===== src/rtl/mdio_pkg.sv =====
`timescale 1ns/1ps
package mdio_pkg;
  localparam int CSR_W       = 64;
  localparam int CSR_ADDR_W  = 6;
  localparam int MD_DATA_W   = 16;
  localparam int MD_ADDR_W   = 5;
  localparam int PRE_BITS    = 32;
  localparam int BODY_BITS   = 32;
  localparam int FRAME_BITS  = PRE_BITS + BODY_BITS;
  localparam int IDX_W       = $clog2(FRAME_BITS);
  localparam int HDR_BITS    = 14;   // start, op, phy, reg
  localparam int TA_BITS     = 2;

  localparam logic [CSR_ADDR_W-1:0] OFS_CMD  = 6'h00;
  localparam logic [CSR_ADDR_W-1:0] OFS_WDAT = 6'h08;
  localparam logic [CSR_ADDR_W-1:0] OFS_RDAT = 6'h10;
  localparam logic [CSR_ADDR_W-1:0] OFS_CFG  = 6'h18;
  localparam logic [CSR_ADDR_W-1:0] OFS_EN   = 6'h20;

  localparam int CMD_REG_LSB = 0;
  localparam int CMD_PHY_LSB = 8;
  localparam int CMD_OP_LSB  = 16;
  localparam int PEND_BIT    = 17;
  localparam int VALID_BIT   = 16;
  localparam int CFG_PRE_BIT = 12;
  localparam int CFG_C45_BIT = 24;

  typedef struct packed {
    logic [1:0]           op;
    logic [MD_ADDR_W-1:0] phy;
    logic [MD_ADDR_W-1:0] regad;
  } md_cmd_t;

  // Clause 22 only knows two opcodes; Clause 45 uses all four.
  function automatic logic op_accepted(input logic c45, input logic [1:0] op);
    return c45 || !op[1];
  endfunction

  function automatic logic op_reads(input logic c45, input logic [1:0] op);
    return c45 ? op[1] : op[0];
  endfunction

  // start bits followed by the two opcode bits on the wire
  function automatic logic [3:0] frame_head(input logic c45, input logic [1:0] op);
    if (c45) return {2'b00, op};
    return {2'b01, (op[0] ? 2'b10 : 2'b01)};
  endfunction

  function automatic logic [BODY_BITS-1:0] frame_body(input logic c45, input md_cmd_t cmd,
                                                      input logic [MD_DATA_W-1:0] data);
    logic rd;
    rd = op_reads(c45, cmd.op);
    return {frame_head(c45, cmd.op), cmd.phy, cmd.regad,
            (rd ? 2'b11 : 2'b10), (rd ? {MD_DATA_W{1'b1}} : data)};
  endfunction
endpackage


===== src/rtl/mdio_clkgen.sv =====
`timescale 1ns/1ps
module mdio_clkgen #(
  parameter int DIV_W = 8
) (
  input  logic             clk,
  input  logic             rst_n,
  input  logic             run,
  input  logic [DIV_W-1:0] half_div,
  output logic             mdc,
  output logic             rise,
  output logic             fall
);
  logic [DIV_W-1:0] hc;
  logic [DIV_W-1:0] lim_m1;
  logic             wrap;

  always_comb lim_m1 = (half_div == '0) ? '0 : half_div - 1'b1;

  assign wrap = run && (hc == lim_m1);
  assign rise = wrap && !mdc;
  assign fall = wrap && mdc;

  always_ff @(posedge clk or negedge rst_n) begin
    if (!rst_n) begin
      hc  <= '0;
      mdc <= 1'b0;
    end else if (!run) begin
      hc  <= '0;
      mdc <= 1'b0;
    end else if (wrap) begin
      hc  <= '0;
      mdc <= !mdc;
    end else begin
      hc  <= hc + 1'b1;
    end
  end

  // no clock activity between frames
  p_mdc_idle_low_r10: assert property (@(posedge clk) disable iff (!rst_n)
    !run |=> !mdc) else $error("mdc active while idle");
endmodule


===== src/rtl/mdio_seq.sv =====
`timescale 1ns/1ps
module mdio_seq
  import mdio_pkg::*;
(
  input  logic                 clk,
  input  logic                 rst_n,
  input  logic                 start,
  input  logic                 c45,
  input  logic                 pre_en,
  input  md_cmd_t              cmd,
  input  logic [MD_DATA_W-1:0] wdata,
  input  logic                 rise,
  input  logic                 fall,
  input  logic                 mdio_i,
  output logic                 busy,
  output logic                 is_rd,
  output logic                 mdio_o,
  output logic                 mdio_oe,
  output logic                 rd_valid,
  output logic [MD_DATA_W-1:0] rd_data,
  output logic                 done
);
  localparam logic [IDX_W-1:0] IDX_FIRST_BODY = IDX_W'(PRE_BITS);
  localparam logic [IDX_W-1:0] IDX_TA1  = IDX_W'(PRE_BITS + HDR_BITS);
  localparam logic [IDX_W-1:0] IDX_TA2  = IDX_W'(PRE_BITS + HDR_BITS + 1);
  localparam logic [IDX_W-1:0] IDX_DATA = IDX_W'(PRE_BITS + HDR_BITS + TA_BITS);
  localparam logic [IDX_W-1:0] IDX_LAST = IDX_W'(FRAME_BITS - 1);

  logic [FRAME_BITS-1:0] frame;
  logic [IDX_W-1:0]      idx;
  logic                  ta_ok;
  logic [MD_DATA_W-1:0]  rx_sh;
  logic                  last_bit;
  logic                  rd_req;
  logic [BODY_BITS-1:0]  body;

  assign last_bit = (idx == IDX_LAST);
  assign done     = busy && fall && last_bit;
  assign rd_req   = op_reads(c45, cmd.op);
  assign body     = frame_body(c45, cmd, wdata);
  assign mdio_o   = busy ? frame[FRAME_BITS-1] : 1'b1;
  assign mdio_oe  = busy && !(is_rd && (idx >= IDX_TA1));

  always_ff @(posedge clk or negedge rst_n) begin
    if (!rst_n) begin
      busy     <= 1'b0;
      is_rd    <= 1'b0;
      idx      <= '0;
      frame    <= '1;
      ta_ok    <= 1'b0;
      rx_sh    <= '0;
      rd_valid <= 1'b0;
      rd_data  <= '0;
    end else if (start && !busy) begin
      busy  <= 1'b1;
      is_rd <= rd_req;
      ta_ok <= 1'b0;
      frame <= pre_en ? {{PRE_BITS{1'b1}}, body} : {body, {PRE_BITS{1'b1}}};
      idx   <= pre_en ? '0 : IDX_FIRST_BODY;
      if (rd_req) rd_valid <= 1'b0;
    end else if (busy) begin
      if (rise && is_rd) begin
        if (idx == IDX_TA2) ta_ok <= !mdio_i;
        if (idx >= IDX_DATA) rx_sh <= {rx_sh[MD_DATA_W-2:0], mdio_i};
      end
      if (fall) begin
        if (last_bit) begin
          busy <= 1'b0;
          if (is_rd) begin
            rd_valid <= ta_ok;
            rd_data  <= rx_sh;
          end
        end else begin
          idx   <= idx + 1'b1;
          frame <= {frame[FRAME_BITS-2:0], 1'b1};
        end
      end
    end
  end

  // a frame only ends on a falling MDC edge
  p_busy_ends_on_fall_r4: assert property (@(posedge clk) disable iff (!rst_n)
    $fell(busy) |-> $past(fall)) else $error("frame ended off an mdc fall");

  // a running frame's bits change only by shifting on MDC falls
  p_frame_held_r11: assert property (@(posedge clk) disable iff (!rst_n)
    busy && !fall |=> $stable(frame)) else $error("frame bits disturbed");
endmodule


===== src/rtl/mdio_regs.sv =====
`timescale 1ns/1ps
module mdio_regs
  import mdio_pkg::*;
#(
  parameter int DIV_W = 8
) (
  input  logic                  clk,
  input  logic                  rst_n,
  input  logic                  csr_wr,
  input  logic [CSR_ADDR_W-1:0] csr_addr,
  input  logic [CSR_W-1:0]      csr_wdata,
  output logic [CSR_W-1:0]      csr_rdata,
  input  logic                  busy,
  input  logic                  is_rd,
  input  logic                  rd_valid,
  input  logic [MD_DATA_W-1:0]  rd_data,
  output md_cmd_t               cmd_in,
  output logic [MD_DATA_W-1:0]  wdat_q,
  output logic                  c45_q,
  output logic                  pre_q,
  output logic [DIV_W-1:0]      div_q,
  output logic                  en_q,
  output logic                  start
);
  md_cmd_t cmd_q;
  logic    wr_cmd;
  logic    unused_wbits;

  assign unused_wbits = ^{csr_wdata[CSR_W-1:CFG_C45_BIT+1], csr_wdata[CFG_C45_BIT-1:PEND_BIT+1]};

  assign cmd_in = {csr_wdata[CMD_OP_LSB +: 2], csr_wdata[CMD_PHY_LSB +: MD_ADDR_W],
                   csr_wdata[CMD_REG_LSB +: MD_ADDR_W]};
  assign wr_cmd = csr_wr && (csr_addr == OFS_CMD) && !busy;
  assign start  = wr_cmd && en_q && op_accepted(c45_q, cmd_in.op);

  always_ff @(posedge clk or negedge rst_n) begin
    if (!rst_n) begin
      cmd_q  <= '0;
      wdat_q <= '0;
      c45_q  <= 1'b0;
      pre_q  <= 1'b0;
      div_q  <= '0;
      en_q   <= 1'b0;
    end else if (csr_wr) begin
      if (wr_cmd) cmd_q <= cmd_in;
      if (csr_addr == OFS_WDAT) wdat_q <= csr_wdata[MD_DATA_W-1:0];
      if (csr_addr == OFS_CFG) begin
        div_q <= csr_wdata[DIV_W-1:0];
        pre_q <= csr_wdata[CFG_PRE_BIT];
        c45_q <= csr_wdata[CFG_C45_BIT];
      end
      if (csr_addr == OFS_EN) en_q <= csr_wdata[0];
    end
  end

  always_comb begin
    csr_rdata = '0;
    unique case (csr_addr)
      OFS_CMD: begin
        csr_rdata[CMD_OP_LSB +: 2]          = cmd_q.op;
        csr_rdata[CMD_PHY_LSB +: MD_ADDR_W] = cmd_q.phy;
        csr_rdata[CMD_REG_LSB +: MD_ADDR_W] = cmd_q.regad;
      end
      OFS_WDAT: begin
        csr_rdata[MD_DATA_W-1:0] = wdat_q;
        csr_rdata[PEND_BIT]      = busy && !is_rd;
      end
      OFS_RDAT: begin
        csr_rdata[MD_DATA_W-1:0] = rd_data;
        csr_rdata[VALID_BIT]     = rd_valid;
        csr_rdata[PEND_BIT]      = busy && is_rd;
      end
      OFS_CFG: begin
        csr_rdata[DIV_W-1:0]   = div_q;
        csr_rdata[CFG_PRE_BIT] = pre_q;
        csr_rdata[CFG_C45_BIT] = c45_q;
      end
      OFS_EN:  csr_rdata[0] = en_q;
      default: csr_rdata = '0;
    endcase
  end
endmodule


===== src/rtl/mdio_csr_ctrl.sv =====
`timescale 1ns/1ps
module mdio_csr_ctrl
  import mdio_pkg::*;
#(
  parameter int DIV_W = 8
) (
  input  logic                  clk,
  input  logic                  rst_n,
  input  logic                  csr_wr,
  input  logic [CSR_ADDR_W-1:0] csr_addr,
  input  logic [CSR_W-1:0]      csr_wdata,
  output logic [CSR_W-1:0]      csr_rdata,
  output logic                  mdc,
  output logic                  mdio_o,
  output logic                  mdio_oe,
  input  logic                  mdio_i
);
  md_cmd_t              cmd_in;
  logic [MD_DATA_W-1:0] wdat_q;
  logic                 c45_q;
  logic                 pre_q;
  logic [DIV_W-1:0]     div_q;
  logic                 en_q;
  logic                 start;
  logic                 busy;
  logic                 is_rd;
  logic                 rd_valid;
  logic [MD_DATA_W-1:0] rd_data;
  logic                 done;
  logic                 mdc_rise;
  logic                 mdc_fall;

  mdio_regs #(.DIV_W(DIV_W)) u_regs (
    .clk(clk), .rst_n(rst_n), .csr_wr(csr_wr), .csr_addr(csr_addr),
    .csr_wdata(csr_wdata), .csr_rdata(csr_rdata), .busy(busy), .is_rd(is_rd),
    .rd_valid(rd_valid), .rd_data(rd_data), .cmd_in(cmd_in), .wdat_q(wdat_q),
    .c45_q(c45_q), .pre_q(pre_q), .div_q(div_q), .en_q(en_q), .start(start)
  );

  mdio_clkgen #(.DIV_W(DIV_W)) u_clk (
    .clk(clk), .rst_n(rst_n), .run(busy), .half_div(div_q),
    .mdc(mdc), .rise(mdc_rise), .fall(mdc_fall)
  );

  mdio_seq u_seq (
    .clk(clk), .rst_n(rst_n), .start(start), .c45(c45_q), .pre_en(pre_q),
    .cmd(cmd_in), .wdata(wdat_q), .rise(mdc_rise), .fall(mdc_fall),
    .mdio_i(mdio_i), .busy(busy), .is_rd(is_rd), .mdio_o(mdio_o),
    .mdio_oe(mdio_oe), .rd_valid(rd_valid), .rd_data(rd_data), .done(done)
  );

  // nothing starts while disabled
  p_idle_while_disabled_r2: assert property (@(posedge clk) disable iff (!rst_n)
    !en_q && !busy |=> !busy) else $error("frame started while disabled");

  // MDIO is steady while MDC is high
  p_mdio_steady_high_r10: assert property (@(posedge clk) disable iff (!rst_n)
    mdc |-> $stable(mdio_o)) else $error("mdio changed while mdc high");

  // reserved Clause 22 opcodes start nothing
  p_c22_bad_op_r12: assert property (@(posedge clk) disable iff (!rst_n)
    !busy && csr_wr && (csr_addr == OFS_CMD) && !c45_q && csr_wdata[CMD_OP_LSB+1]
    |=> !busy) else $error("reserved clause 22 opcode started a frame");

  // the end of a frame is reported exactly once and then clears
  p_done_then_idle_r4: assert property (@(posedge clk) disable iff (!rst_n)
    done |=> !busy) else $error("still pending after last bit");
endmodule


===== config.mk =====
export PLATFORM = sky130hd
export DESIGN_NAME = mdio_csr_ctrl
export DESIGN_NICKNAME = d
export VERILOG_FILES = /design/src/rtl/mdio_pkg.sv /design/src/rtl/mdio_clkgen.sv /design/src/rtl/mdio_seq.sv /design/src/rtl/mdio_regs.sv /design/src/rtl/mdio_csr_ctrl.sv
export SDC_FILE = /design/constraint.sdc
export NUM_CORES = 1
export LEC_CHECK = 0
export BUFFER_PORTS_ARGS = -buffer_cell sky130_fd_sc_hd__buf_2
export CORE_UTILIZATION = 50
export CTS_CLUSTER_SIZE = 28
export DETAILED_ROUTE_END_ITERATION = 7
export GPL_ROUTABILITY_DRIVEN = 0
export PLACE_DENSITY = 0.69
export RECOVER_POWER = 100
export SYNTH_ARGS = -nofsm -noshare
export SYNTH_HDL_FRONTEND = slang
export SYNTH_SLANG_ARGS = --single-unit

===== constraint.sdc =====
create_clock -name clk -period 7.16 [get_ports clk]
set_input_delay 0.716 -clock clk [delete_from_list [all_inputs] [get_ports clk]]
set_output_delay 0.716 -clock clk [all_outputs]
set_load 0.05 [all_outputs]

==> reports/qor.yml <==
status: "finished with violations"
violations: "capacitance limit, slew limit"
fin_tns_setup_ps: 0
cts_buffer_depth: 2
postCtsResizedCells: 0
design_area_um2: 9060
finClkSkew_ps: 8.59
ys_seq_area_frac: 0.468
io_buffers: 50
path_class: "in -> reg"
critPathMaxStageDelay_ps: 1570
layout-drive-gt1-share: 0.239
place_area_um2: 8600
cts_root_buf: "clkbuf_16"
die_h_um: 132
drt_wl_total_um: 19800
finalCriticalPeriod_ps: 5120
avgSynthCellArea_um2: 10.1
final_cell_mix: "dfrtp_1 (90), nor2_1 (87), nand2_1 (66)"
maxSlewHeadroom: -1.17
hold_violations: 0
endpoint_kind: "flop"
cts_tree: "done"
min_path_type: "in -> async"
utilization: 0.548
async_reset_ff_frac: 1.00
finalWorstSetupSlack_ps: 2040
ant_nets: 0
cp_slowest_cell: "a21oi_1"
crit_fanout: 37
grt_pass1_vias: 6033
avgRoutedWirePerCell_um: 18.4
synth.cell_area_um2: 8410
peakVddDrop_mv: 0.174
start_util: 0.509
powerDensity_nw_per_um2: 240
hold_buffers: 0
finalCritPeriodShare: 0.715
setup_viol: 0
syn_to_final_growth_pct: 7.73
crit_required_ps: 7520
die_area_um2: 17300
arrival_ps: 5480
hpwlAfterDp_um: 12900
synth_edf_count: 0
crit_path_start_kind: "input port"
fp.coreArea_um2: 16500
yosysUniqueCellTypes: 66
synthCells: 829
max_freq_mhz: 195
p_leak_nw: 3.84
drcViolationCount: 0
rsz0062_at_grt: "false"
cts.clk_slew.worst_paths_ps: 60
cts_inserted_buffers: 17
die_w_um: 132
worst_pin_slew_ps: 3250
postCtsSetupBuffers: 0
drv_cap: 3
io-pin-count: 141
path_cells: "clkbuf_1, nor2_1, and4b_1, nand2_1, a21oi_1, buf_4, a21oi_1, buf_4, a22o_1"
ys_ff_latch: 154
mostFrequentLayoutCell: "dfrtp_1"
antenna_found_initial: 0
row_count: 47
vias: 6361
final_max_slew_viol_count: 142
drtIter0Drc: 434
holdWs_ps: 344
grt_max_degree: 95
drtPass1Iterations: 5
yosysWarnings: 0
synthFlopType: "dfrtp_1"
final_nets: 919
grt_pass1_wl_um: 32300
cts_sinks: 154
grt_usage: 0.238
dp_slack_ps: 2760
clock_latency_ps: 440
grt_overflow: 0
htreeDepth: 4
antenna-diode-count: 0
vias_per_cell: 5.92
[critical path: cells and delay by family]
family	cells	cell delay [ps]
compound gates	3	1930
buf+inv	3	1490
simple gates	3	1320
[logic make-up after synthesis]
logic type	Yosys count	synth area share
buffers and inverters	122	0.0785
other	1	0.000446
multiplexers	75	0.111
adder cells (fa/ha/maj)	4	0.00595
AO/OA/AOI/OAI	159	0.140
flip-flops	154	0.468
XOR/XNOR	13	0.0135
AND/OR/NAND/NOR	301	0.182
[metrics by stage]
stage | power, mW | instances
after floorplan | 1.24 | 873
after global placement | 1.31 | 1042
after detailed placement | 1.32 | 1042
after CTS | 2.19 | 1074
after global routing | 2.25 | 1074
final | 2.17 | 1074
[cell usage after synthesis, drive strengths merged (4+ instances only)]
| cell | count | share of area |
|---|---|---|
| dfrtp | 90 | 0.27 |
| nor2 | 89 | 0.041 |
| nand2 | 66 | 0.029 |
| dfstp | 64 | 0.20 |
| mux2 | 62 | 0.087 |
| buf | 61 | 0.051 |
| clkbuf | 51 | 0.023 |
| nand3 | 39 | 0.023 |
| a31oi | 37 | 0.028 |
| o2bb2ai | 31 | 0.032 |
| a21oi | 21 | 0.012 |
| o311a | 20 | 0.024 |
| or3 | 20 | 0.015 |
| nand3b | 12 | 0.011 |
| o21ai | 12 | 0.0071 |
| inv | 10 | 0.0045 |
| nor3b | 10 | 0.0089 |
| and2 | 9 | 0.0067 |
| nand4 | 9 | 0.0067 |
| nor3 | 9 | 0.0054 |
| mux2i | 7 | 0.0083 |
| nand2b | 7 | 0.0052 |
| xnor2 | 7 | 0.0073 |
| mux4 | 6 | 0.016 |
| or4 | 6 | 0.0062 |
| xor2 | 6 | 0.0062 |
| a211oi | 4 | 0.0036 |
| a31o | 4 | 0.0042 |
| ha | 4 | 0.0059 |
| nor2b | 4 | 0.0030 |
[path summary, 6_finish.rpt]
kind                                      start                 to  cells past startpoint  slack (ps)
min in group clk                u_regs.cmd_q[6]    u_regs.cmd_q[6]                      2         470
max in group asynchronous                 rst_n    u_regs.div_q[2]                      2        3280
worst max-delay path                csr_addr[3]    u_seq.frame[61]                      9        2040
worst max register to register  u_regs.div_q[0]   u_seq.rd_data[1]                     10        2060
worst min-delay path                      rst_n  u_seq.rd_data[10]                      1         340
worst min register to register  u_regs.cmd_q[6]    u_regs.cmd_q[6]                      2         470
[final cells by class]
class	instances	area, µm²
Sequential cell	154	3930
Inverter	10	37.5
Clock buffer	18	429
Multi-Input combinational cell	597	3950
Tap cell	220	275
Timing Repair Buffer	61	295
Fill cell	1464	7460
Clock inverter	14	139
[sequential cells by signal (all words and copies together), names as in the netlist, 6 cells and up]
register / cells
u_seq.rd_data: 16
u_regs.div_q: 8
u_seq.rx_sh: 16
u_seq.frame: 64
u_clk.hc: 8
u_regs.cmd_q: 12
u_seq.idx: 6
u_regs.wdat_q: 16
[routing by layer]
metal	track usage	vias to the layer above	routed length, µm
li1	-	2951	-
met1	0.332	3202	9230
met2	0.374	186	9430
met3	0.0444	22	801
met4	0.0782	0	294
met5	0	-	0
[where the power goes]
group	switching [mW]	total, mW	leakage [nW]	internal (mW)
Clock	0.392	0.877	0.270	0.485
Combinational	0.215	0.327	1.71	0.111
Sequential	0.0502	0.970	1.86	0.919
Total	0.658	2.17	3.84	1.52
Power figures use the tool's default switching activity.
